`src/rtl/wif_pkg.sv`:
```
package wif_pkg;
  localparam int DW   = 32;
  localparam int NSRC = 2 * DW;
  localparam int AW   = 4;
  localparam int NLINE = 2;

  typedef enum logic [AW-1:0] {
    A_CTRL   = 4'd0,
    A_EN0_LO = 4'd1,
    A_EN0_HI = 4'd2,
    A_EN1_LO = 4'd3,
    A_EN1_HI = 4'd4,
    A_ST0_LO = 4'd5,
    A_ST0_HI = 4'd6,
    A_ST1_LO = 4'd7,
    A_ST1_HI = 4'd8
  } wif_addr_e;
endpackage

```
`src/rtl/wif_sync.sv`:
```
module wif_sync #(
  parameter int W = 64
) (
  input  logic         clk,
  input  logic         rst_n,
  input  logic [W-1:0] d_i,
  output logic [W-1:0] q_o
);
  logic [W-1:0] meta_q;

  always_ff @(posedge clk or negedge rst_n) begin
    if (!rst_n) begin
      meta_q <= '0;
      q_o    <= '0;
    end else begin
      meta_q <= d_i;
      q_o    <= meta_q;
    end
  end
endmodule

```
`src/rtl/wif_regs.sv`:
```
module wif_regs
  import wif_pkg::*;
(
  input  logic            clk,
  input  logic            rst_n,
  input  logic            we_i,
  input  logic [AW-1:0]   addr_i,
  input  logic [DW-1:0]   wdata_i,
  output logic [DW-1:0]   rdata_o,
  input  logic [NSRC-1:0] st0_i,
  input  logic [NSRC-1:0] st1_i,
  output logic            bridge_o,
  output logic [1:0]      unmask_o,
  output logic [NSRC-1:0] en0_o,
  output logic [NSRC-1:0] en1_o
);
  always_ff @(posedge clk or negedge rst_n) begin
    if (!rst_n) begin
      bridge_o <= 1'b0;
      unmask_o <= '0;
      en0_o    <= '0;
      en1_o    <= '0;
    end else if (we_i) begin
      case (addr_i)
        A_CTRL: begin
          bridge_o <= wdata_i[0];
          unmask_o <= wdata_i[2:1];
        end
        A_EN0_LO: en0_o[DW-1:0]    <= wdata_i;
        A_EN0_HI: en0_o[NSRC-1:DW] <= wdata_i;
        A_EN1_LO: en1_o[DW-1:0]    <= wdata_i;
        A_EN1_HI: en1_o[NSRC-1:DW] <= wdata_i;
        default: ;
      endcase
    end
  end

  always_comb begin
    rdata_o = '0;
    case (addr_i)
      A_CTRL:   rdata_o = {{(DW-3){1'b0}}, unmask_o, bridge_o};
      A_EN0_LO: rdata_o = en0_o[DW-1:0];
      A_EN0_HI: rdata_o = en0_o[NSRC-1:DW];
      A_EN1_LO: rdata_o = en1_o[DW-1:0];
      A_EN1_HI: rdata_o = en1_o[NSRC-1:DW];
      A_ST0_LO: rdata_o = st0_i[DW-1:0];
      A_ST0_HI: rdata_o = st0_i[NSRC-1:DW];
      A_ST1_LO: rdata_o = st1_i[DW-1:0];
      A_ST1_HI: rdata_o = st1_i[NSRC-1:DW];
      default:  rdata_o = '0;
    endcase
  end


  en_store_chk: assert property (@(posedge clk) disable iff (!rst_n)
    (we_i && addr_i == A_EN1_HI) |=> (en1_o[NSRC-1:DW] == $past(wdata_i)));


  undef_wr_chk: assert property (@(posedge clk) disable iff (!rst_n)
    (we_i && addr_i > A_ST1_HI) |=> ($stable(en0_o) && $stable(en1_o)));
endmodule

```
`src/rtl/wif_fold.sv`:
```
module wif_fold #(
  parameter int NSRC = 64,
  parameter int NLOC = 4
) (
  input  logic            clk,
  input  logic            rst_n,
  input  logic [NSRC-1:0] src_i,
  input  logic [NSRC-1:0] mask_i,
  input  logic            bridge_i,
  input  logic            unmask_i,
  input  logic [NLOC-1:0] local_i,
  output logic [NSRC-1:0] status_o,
  output logic            int_n_o
);
  logic line_req;
  logic pin_req;

  assign status_o = src_i & mask_i;
  assign line_req = bridge_i & unmask_i & (|status_o);
  assign pin_req  = line_req | (|local_i);

  always_ff @(posedge clk or negedge rst_n) begin
    if (!rst_n) int_n_o <= 1'b1;
    else        int_n_o <= ~pin_req;
  end


  local_pull_chk: assert property (@(posedge clk) disable iff (!rst_n)
    (|local_i) |=> !int_n_o);


  bridge_block_chk: assert property (@(posedge clk) disable iff (!rst_n)
    (!bridge_i && !(|local_i)) |=> int_n_o);


  unmask_block_chk: assert property (@(posedge clk) disable iff (!rst_n)
    (!unmask_i && !(|local_i)) |=> int_n_o);


  mask_hit_chk: assert property (@(posedge clk) disable iff (!rst_n)
    (bridge_i && unmask_i && (|(src_i & mask_i))) |=> !int_n_o);
endmodule

```
`src/rtl/wake_irq_fold.sv`:
```
module wake_irq_fold
  import wif_pkg::*;
#(
  parameter int NLOC = 4
) (
  input  logic            clk,
  input  logic            rst_n,
  input  logic [NSRC-1:0] app_irq_i,
  input  logic [NLOC-1:0] local_irq0_i,
  input  logic [NLOC-1:0] local_irq1_i,
  input  logic            reg_we_i,
  input  logic [AW-1:0]   reg_addr_i,
  input  logic [DW-1:0]   reg_wdata_i,
  output logic [DW-1:0]   reg_rdata_o,
  output logic            ext_int0_n_o,
  output logic            ext_int1_n_o
);
  logic [NSRC-1:0] src_s;
  logic            bridge;
  logic [1:0]      unmask;
  logic [NSRC-1:0] en [NLINE];
  logic [NSRC-1:0] st [NLINE];
  logic [NLOC-1:0] loc [NLINE];
  logic [NLINE-1:0] pin_n;

  assign loc[0] = local_irq0_i;
  assign loc[1] = local_irq1_i;

  wif_sync #(.W(NSRC)) u_sync (
    .clk(clk), .rst_n(rst_n), .d_i(app_irq_i), .q_o(src_s)
  );

  wif_regs u_regs (
    .clk(clk), .rst_n(rst_n), .we_i(reg_we_i), .addr_i(reg_addr_i),
    .wdata_i(reg_wdata_i), .rdata_o(reg_rdata_o),
    .st0_i(st[0]), .st1_i(st[1]),
    .bridge_o(bridge), .unmask_o(unmask), .en0_o(en[0]), .en1_o(en[1])
  );

  for (genvar k = 0; k < NLINE; k++) begin : g_line
    wif_fold #(.NSRC(NSRC), .NLOC(NLOC)) u_fold (
      .clk(clk), .rst_n(rst_n), .src_i(src_s), .mask_i(en[k]),
      .bridge_i(bridge), .unmask_i(unmask[k]), .local_i(loc[k]),
      .status_o(st[k]), .int_n_o(pin_n[k])
    );
  end

  assign ext_int0_n_o = pin_n[0];
  assign ext_int1_n_o = pin_n[1];
endmodule

```
`config.mk`:
```
export PLATFORM = sky130hd
export DESIGN_NAME = wake_irq_fold
export DESIGN_NICKNAME = d
export VERILOG_FILES = /design/src/rtl/wif_pkg.sv /design/src/rtl/wif_sync.sv /design/src/rtl/wif_regs.sv /design/src/rtl/wif_fold.sv /design/src/rtl/wake_irq_fold.sv
export SDC_FILE = /design/constraint.sdc
export NUM_CORES = 1
export LEC_CHECK = 0
export BUFFER_PORTS_ARGS = -buffer_cell sky130_fd_sc_hd__buf_2
export CORE_AREA = 3 3 191 193
export DETAILED_ROUTE_END_ITERATION = 16
export DIE_AREA = 0 0 194 196
export PLACE_DENSITY = 0.49
export SYNTH_ARGS = -nofsm -noshare
export SYNTH_HDL_FRONTEND = slang
export SYNTH_SLANG_ARGS = --single-unit
export TNS_END_PERCENT = 30
```
`constraint.sdc`:
```
create_clock -name clk -period 2 [get_ports clk]
set_input_delay 0.2 -clock clk [delete_from_list [all_inputs] [get_ports clk]]
set_output_delay 0.2 -clock clk [all_outputs]
set_load 0.1 [all_outputs]
```
Yosys cells after proc, flatten, opt, wreduce, memory -nomap -nowiden

Index checks and enable logic that the tools add are counted.

Add/sub/neg operators: 0
Multiply operators: 0
Divide/modulo/power cells: 0
$lt $le $gt $ge: 0
Equality and inequality tests: 8
Shift-type cells: 0
Muxes and demuxes: 1
Bitwise logic cells: 10
Reductions and logical operators: 10

Operators by type and width:

| cell                                                                   | number |
|---|---|
| 32-bit one-hot mux with 9 select lines                                 | 1 |
| 64-bit AND                                                             | 2 |
| 64-bit OR reduction                                                    | 2 |
| 4-bit by 3-bit equality test with 1-bit output (second input constant) | 4 |
| 2-bit AND reduction                                                    | 5 |
| 4-bit by 2-bit equality test with 1-bit output (second input constant) | 2 |
| 4-bit OR reduction                                                     | 2 |
| 1-bit AND                                                              | 4 |
| 4-bit by 1-bit equality test with 1-bit output (second input constant) | 1 |
| 4-bit equality test (second input constant)                            | 1 |
| 4-bit logical NOT                                                      | 1 |
| 1-bit inverter                                                         | 2 |
| 1-bit bitwise OR                                                       | 2 |

Register bits after elaboration: 261
Latch bits: 0
Bits in writable memories: 0
Memory bits (read-only): 0
Output and inout port bits: 34
Logic and storage cells: 39
Memories: 0

Logic depth before layout (Yosys ltp)

Gate-level depths: netlist of the first run.

Word-level depth: 5
Mapped depth: 8

Modules after synthesis

A second synthesis of the first run with hierarchy kept.

Cells, all modules: 889
Area, all modules: 11583.6 sq um

Modules (own cells, without submodules):

| module   | instances | cells each | area an instance (sq um) | sequential area each (sq um) |
|---|---|---|---|---|
| wif_regs | 1         | 567        | 7061.8                   | 3278.1 |
| wif_sync | 1         | 128        | 3203.1                   | 3203.1 |
| wif_fold | 2         | 97         | 659.4                    | 26.3 |

Worst setup path after synthesis of the first run

OpenSTA, ideal clock, no wires.

Path kind: input port to output port
Start point: in reg_addr_i[1]
End point: out reg_rdata_o[0]
Arrival time: 3.221 ns
Required time: 1.800 ns
Setup slack: -1.421 ns
Stages on the path: 6
Buffers on the path: 2
Cells stage by stage: nor3_1 -> and2_1 -> buf_2 -> clkbuf_1 -> a21oi_1 -> o21ai_0

Longest elaborated chain between the ends: 2

Ends and longest elaborated chain:

| what                                        | RTL line            | text |
|---|---|---|
| start: declaration                          | wake_irq_fold.sv:12 | `input logic [AW-1:0] reg_addr_i,` |
| 4-bit equality test (tied with other cells) | wif_regs.sv:40      | `case (addr_i)` |
| 32-bit one-hot mux with 9 select lines *    | wif_regs.sv:40      |  |
| end: declaration                            | wake_irq_fold.sv:14 | `output logic [DW-1:0] reg_rdata_o,` |

Every way passes the cells marked *; elsewhere a longest branch is shown, timed or not.

Final worst setup path of the first run

Start point: reg u_sync.q_o[10]
End point: out reg_rdata_o[10]

Longest elaborated chain between the ends: 2

Ends and longest elaborated chain:

| what                                     | RTL line       | text |
|---|---|---|
| start: declaration                       | wif_sync.sv:7  | `output logic [W-1:0] q_o` |
| start signal: assignment                 | wif_sync.sv:17 | `q_o <= meta_q;` |
| 64-bit AND                               | wif_fold.sv:18 | `assign status_o = src_i & mask_i;` |
| 32-bit one-hot mux with 9 select lines * | wif_regs.sv:40 |  |

Marked as above.

==> summary.txt, run 1 <==
STATUS
----------------------------------------------------------------------------------------------------
Status                                                                                  complete, but fails checks
Failing checks                                                                          negative setup slack

PLACEMENT
----------------------------------------------------------------------------------------------------
Final GP Congestion                                                                           0.8199
PortBufs                                                                                         144
Post-DP HPWL                                                                               25,560 µm

FLOORPLANNING
----------------------------------------------------------------------------------------------------
Total die area                                                                           0.03802 mm²
Horizontal die dimension                                                                      194 µm
Initial standard-cell utilization of the core                                                 0.3017
Core Box Area                                                                            0.03471 mm²
Number of rows created at floorplan                                                               68
Vertical extent of the die                                                                    196 µm
Number of placed I/O pins                                                                        145

CELLS AND AREA
----------------------------------------------------------------------------------------------------
Number of fill cells                                                                           3,190
Area growth from synthesis to final layout                                                    51.81%
Area of all sequential standard cells                                                   0.006541 mm²
Multi-input combinational cell area                                                     0.004020 mm²
Share of cells above drive strength 1                                                         0.4266
Final layout net count                                                                         1,255

STA
----------------------------------------------------------------------------------------------------
Worst Hold Margin                                                                          0.1271 ns
Maximum achievable frequency                                                               435.7 MHz
Min setup slack post-route                                                                -0.2953 ns
Worst-margin pin slew                                                                      0.6925 ns
Worst setup skew after layout                                                             0.01682 ns
Final setup violating endpoints                                                                   32
Time the final worst path needs with I/O delays and setup                                   2.295 ns
Relative max-transition margin                                                                0.5374
Number of slew-limit violations in the final report                                                0
Setup TNS                                                                                  -4.169 ns
Final hold violation count                                                                         0
RSZ-0062 raised after global routing                                                            true
Period Utilization, post-route                                                                 1.148

CTS
----------------------------------------------------------------------------------------------------
H-tree depth reported by CTS                                                                       1
# clock sinks                                                                                    261
Number of buffers added by the clock tree synthesis step                                          29
Root Buffer Master                                                                         clkbuf_16
Clock tree from TritonCTS                                                                      built
Clock-pin slew reported for the worst setup and hold paths after clock tree synthesis        0.06 ns
Number of buffers on the longest clock path                                                        3
Latest clock arrival within the worst-skew pair                                              0.55 ns

YOSYS
----------------------------------------------------------------------------------------------------
Library cell occupying the most area in the post-synthesis netlist                           dfrtp_1
#FFs+latches synth                                                                               261
Unique masters post-synth                                                                         32
Fraction of registers with async set/reset                                                     1.000
Gate Count Post-Synth                                                                            755
Prevailing post-synth register cell                                                          dfrtp_1
Mapped Nets                                                                                      866
Biggest area contributors in the synthesized netlist                                    dfrtp_1 62%, mux2_2 10%, a21o_1 5.8%
Yosys warning total                                                                                0
Number of enable flip-flop cells after synthesis                                                   0
Post-synthesis cell area                                                                 0.01047 mm²
Average footprint of a synthesized cell                                                    13.87 µm²
Cell with the most instances after synthesis                                                 dfrtp_1
Sequential area share after synthesis                                                         0.6240
Area fraction of the dominant cell type after synthesis                                       0.6190
Top cell types by occurrence after synthesis                                            259 x dfrtp_1, 95 x mux2_2, 81 x a21o_1

ROUTE
----------------------------------------------------------------------------------------------------
Wire length after detailed routing                                                         36,220 µm
Post-detailed-route via-to-cell ratio                                                          5.076
Number of DRC violations after detailed routing                                                    0
Initial DRC count                                                                                620
Total via count after detailed routing                                                         8,228
DRT Pass-1 Iters                                                                                   9
ANT nets after route                                                                               0
WL/cell                                                                                     22.34 µm

SETUP PATH
----------------------------------------------------------------------------------------------------
Kind of end point of the critical path                                                  primary output
Worst Path Arrival                                                                           2.10 ns
Required time at the endpoint of the critical path                                           1.80 ns
Critical Setup Path Class                                                               flop to primary output
Critical path startpoint category                                                               flop
Worst Reg2Reg Path Length in Cells                                                                 6
Maximum fanout along the worst path                                                                3

PWR
----------------------------------------------------------------------------------------------------
Power Dens Cells                                                                        991.9 mW/mm²
Static Leak                                                                                 7.668 nW
Worst voltage drop across the vdd grid                                                     0.6346 mV
Power consumption                                                                           15.77 mW

FLOW RUN
----------------------------------------------------------------------------------------------------
Reported max-cap violation count                                                                   0

HOLD PATH
----------------------------------------------------------------------------------------------------
Worst hold-check path type                                                              primary input to flop
Number of cells traversed by the worst hold path                                                   3

GLOBAL ROUTING
----------------------------------------------------------------------------------------------------
Initial antenna violation count                                                                    1
Global-route wire length before repair                                                     54,880 µm
GRT Resource Usage Total                                                                      0.1870
Vias in the first global route                                                                 8,694
Total congestion overflow                                                                          0
Maximum number of pins on one net before global-route repair                                      54

[critical path: stages, from the launching register on]
cell      delay [ns]
dfrtp_2         0.44
a21o_1          0.16
a222oi_1        0.57
o21ai_2         0.17
buf_12          0.21
[path summary, 6_finish.rpt]
check / start / endpoint / slack [ns]
worst min register to register: u_sync.meta_q[53]$_DFF_PN0_ / u_sync.q_o[53]$_DFF_PN0_ / 0.35
max in group asynchronous: rst_n / u_sync.meta_q[62]$_DFF_PN0_ / 1.10
min in group asynchronous: rst_n / u_sync.meta_q[1]$_DFF_PN0_ / 0.16
worst max-delay path: u_sync.q_o[10]$_DFF_PN0_ / reg_rdata_o[10] / -0.30
worst max register to register: u_sync.q_o[12]$_DFF_PN0_ / g_line[1].u_fold.int_n_o$_DFF_PN1_ / -0.07
worst min-delay path: reg_we_i / u_regs.unmask_o[0]$_DFFE_PN0P_ / 0.13
[timing repair]
item,4_1_cts,5_1_grt
hold buffers,101,0
endpoints found under the hold margin,315,0
pin swaps,24,10
buffers inserted,12,7
gates resized for setup,35,11
endpoints found under the setup margin,34,34
[logic make-up (layout without fill, tap and decap cells)]
kind of cell / Yosys count / in the layout / synth area share
flip-flops: 261 / 261 / 0.6240
AND/OR/NAND/NOR: 49 / 49 / 0.02677
other: 0 / 1 / 0
AO/OA/AOI/OAI: 248 / 248 / 0.1821
multiplexers: 131 / 131 / 0.1409
buffers and inverters: 66 / 476 / 0.02629
[layout by cell type, fill, tap and decap left out, drive strengths merged]
cell and n:
clkinvlp 1, diode 1, clkinv 5, and4b 1, or4 4, o221ai 4, nand3 6, dlygate4sd3 101
a21oi 30, mux2 131, a222oi 26, nor3 4, clkbuf 43, o21ai 19, a22o 45, a22oi 6
nor4 1, nand2 17, dfstp 2, a221oi 35, buf 296, a21o 81, nand4 8, inv 28
nor2 2, a31oi 2, and2 1, bufinv 2, nor4bb 1, nand2b 3, dfrtp 259, nor2b 1
[final cells by class]
cell class | count | area share
sequential | 261 | 0.4115
multi-input combinational | 428 | 0.2529
timing repair buffer | 397 | 0.2323
clock buffer | 43 | 0.05462
tap | 455 | 0.03581
clock inverter | 9 | 0.006375
inverter | 27 | 0.006375
antenna | 1 | 0.0001574
[sequential cells by signal, indices dropped and copies added (netlist names)]
register	flops
u_regs.en0_o	64
u_regs.en1_o	64
u_sync.meta_q	64
u_sync.q_o	64
g_line.u_fold.int_n_o	2
u_regs.unmask_o	2
u_regs.bridge_o	1
[power by group]
group	switching (mW)	internal [mW]	total [mW]
sequential	0.690	6.04	6.73
combinational	1.84	1.85	3.69
clock	2.12	3.24	5.35
[layer usage]
layer | vias to the layer above | global-route usage | wire length (µm)
li1 | 3681 | - | -
met1 | 4209 | 0.2731 | 16970
met2 | 271 | 0.2905 | 16400
met3 | 67 | 0.02919 | 1901
met4 | 0 | 0.05106 | 950
met5 | - | 0 | 0
[metrics by stage]
stage | utilization | instances | cell area (µm²) | setup slack, ns
2_1_floorplan | - | 755 | 10690 | -0.2174
4_1_cts | 0.4548 | 1613 | 15790 | -0.2948
3_3_place_gp | 0.3917 | 1451 | 13600 | -0.1378
6_report | 0.4579 | 1621 | 15900 | -0.2953
3_5_place_dp | 0.3917 | 1451 | 13600 | -0.1506
5_1_grt | 0.4579 | 1621 | 15900 | -0.3363
Power figures use the tool's default switching activity.
==> inputs of run 2 (changes only) <==
Settings changed: CTS_BUF_LIST from default to sky130_fd_sc_hd__clkbuf_2.
==> summary.txt, run 2 (synthesized netlist as in run 1, its figures left out) <==
STA
----------------------------------------------------------------------------------------------------
RSZ-0062 raised after global routing                                                            true
Final hold violation count                                                                         0
Maximum achievable frequency                                                               378.6 MHz
Worst Hold Margin                                                                         0.06851 ns
Worst-margin pin slew                                                                      0.7165 ns
Time the final worst path needs with I/O delays and setup                                   2.641 ns
Relative max-transition margin                                                                0.5213
Period Utilization, post-route                                                                 1.321
Final setup violating endpoints                                                                   33
Number of slew-limit violations in the final report                                                0
Worst setup skew after layout                                                             0.08565 ns
Min setup slack post-route                                                                -0.6414 ns

CELLS AND AREA
----------------------------------------------------------------------------------------------------
Most frequent cells in the layout                                                       250 x dfrtp_1, 170 x dlygate4sd3_1, 111 x buf_4, 109 x buf_2, 103 x clkbuf_2
Commonest non-fill, non-tap cell in the layout                                               dfrtp_1
Final layout net count                                                                         1,367
Area growth from synthesis to final layout                                                    55.22%
Share of cells above drive strength 1                                                         0.4331
Final std cells w/o fill                                                                       1,757

PLACEMENT
----------------------------------------------------------------------------------------------------
PortBufs                                                                                         144
Worst setup timing slack at the placement stage                                           -0.1506 ns
Post-DP HPWL                                                                               25,560 µm
Placed Cells                                                                                   1,451
Final GP Congestion                                                                           0.8199

SETUP PATH
----------------------------------------------------------------------------------------------------
Maximum fanout along the worst path                                                                3
Critical Setup Path Class                                                               flop to primary output
Required time at the endpoint of the critical path                                           1.80 ns
Worst Path Arrival                                                                           2.44 ns
Kind of end point of the critical path                                                  primary output
Critical path startpoint category                                                               flop

PWR
----------------------------------------------------------------------------------------------------
Power consumption                                                                           14.21 mW
Power Dens Cells                                                                        874.2 mW/mm²
Static Leak                                                                                 7.959 nW
Worst voltage drop across the vdd grid                                                     0.3788 mV

ROUTE
----------------------------------------------------------------------------------------------------
ANT nets after route                                                                               0
Wire length after detailed routing                                                         37,570 µm
WL/cell                                                                                     21.38 µm
Post-detailed-route via-to-cell ratio                                                          5.022
DRT Pass-1 Iters                                                                                   8
Initial DRC count                                                                                602
Number of DRC violations after detailed routing                                                    0
Total via count after detailed routing                                                         8,824

CTS
----------------------------------------------------------------------------------------------------
Number of buffers added by the clock tree synthesis step                                          71
Clock tree from TritonCTS                                                                      built
H-tree depth reported by CTS                                                                       3
Clock-pin slew reported for the worst setup and hold paths after clock tree synthesis        0.09 ns
# clock sinks                                                                                    261
Root Buffer Master                                                                          clkbuf_2
Number of buffers on the longest clock path                                                        3
Latest clock arrival within the worst-skew pair                                              0.88 ns

GLOBAL ROUTING
----------------------------------------------------------------------------------------------------
Vias in the first global route                                                                 9,290
Global-route wire length before repair                                                     56,870 µm
GRT Resource Usage Total                                                                      0.1965
Initial antenna violation count                                                                    2
Total congestion overflow                                                                          0
Maximum number of pins on one net before global-route repair                                      51

FLOORPLANNING
----------------------------------------------------------------------------------------------------
Number of placed I/O pins                                                                        145
Number of rows created at floorplan                                                               68
Horizontal die dimension                                                                      194 µm
Core Box Area                                                                            0.03471 mm²
Initial standard-cell utilization of the core                                                 0.3017
Vertical extent of the die                                                                    196 µm
Total die area                                                                           0.03802 mm²

STATUS
----------------------------------------------------------------------------------------------------
Failing checks                                                                          negative setup slack
Status                                                                                  complete, but fails checks

FLOW RUN
----------------------------------------------------------------------------------------------------
Reported max-cap violation count                                                                   0

HOLD PATH
----------------------------------------------------------------------------------------------------
Worst hold-check path type                                                              primary input to flop

## run 2: changes by cell type in the layout (fill, tap and decap cells not counted), sizes merged
cell | previous run | this run
bufinv | 2 | 1
clkinv | 5 | 11
dlygate4sd3 | 101 | 170
diode | 1 | 2
buf | 296 | 297
clkbuf | 43 | 103
## run 2: timing repair
action / 4_1_cts / 5_1_grt
endpoints found under the setup margin: 36 / 34
cloned: 0 / 0
resized for setup: 43 / 8
endpoints found under the hold margin: 458 / 0
hold buffers: 171 / 0
buffers inserted: 11 / 6
pin swaps: 25 / 9
## run 2: path summary, 6_finish.rpt
check	startpoint	endpoint	slack, ns	cells after the start
worst min-delay path	app_irq_i[40]	u_sync.meta_q[40]$_DFF_PN0_	0.07	2
max in group asynchronous	rst_n	u_regs.en1_o[53]$_DFFE_PN0P_	1.11	4
worst max-delay path	u_sync.q_o[10]$_DFF_PN0_	reg_rdata_o[10]	-0.64	4
worst min register to register	u_sync.meta_q[50]$_DFF_PN0_	u_sync.q_o[50]$_DFF_PN0_	0.31	0
worst max register to register	u_regs.en1_o[59]$_DFFE_PN0P_	g_line[1].u_fold.int_n_o$_DFF_PN1_	-0.03	5
min in group asynchronous	rst_n	u_regs.en0_o[10]$_DFFE_PN0P_	0.51	4
## run 2: worst max-delay path: stages, from the launching register on
cell,delay [ns]
dfrtp_2,0.44
a21o_1,0.16
a222oi_1,0.57
o21ai_2,0.16
buf_12,0.21
## run 2: layout make-up
type                            instances  area, µm²
Clock inverter                         14      86.33
Multi-Input combinational cell        428       4008
Fill cell                            3240      18460
Clock buffer                          103      515.5
Sequential cell                       261       6545
Antenna cell                            2      5.005
Tap cell                              455      569.3
Timing Repair Buffer                  467       4423
Inverter                               27      101.3
## run 2: layer usage
layer  share of wire  up-vias  GRT usage
li1                -     3946          -
met1            0.45     4477     0.2730
met2            0.46      332     0.3014
met3           0.068       69    0.04757
met4           0.026        0    0.06968
met5               0        -          0
## run 2: where the power goes
group          internal [mW]  switching (mW)  leakage [nW]  total (mW)
combinational           1.95            1.86          4.38        3.81
clock                   1.49            2.20         0.471        3.69
sequential              6.02           0.692          3.11        6.72
total                   9.46            4.75          7.96        14.2
## run 2: through the flow
stage	TNS, ns	instance area [µm²]	utilization
after global placement	-0.9368	13600	0.3917
final	-14.56	16250	0.4682
after floorplan	-3.182	10690	-
after global routing	-19.81	16250	0.4682
after detailed placement	-0.6333	13600	0.3917
after CTS	-18.21	16180	0.4660
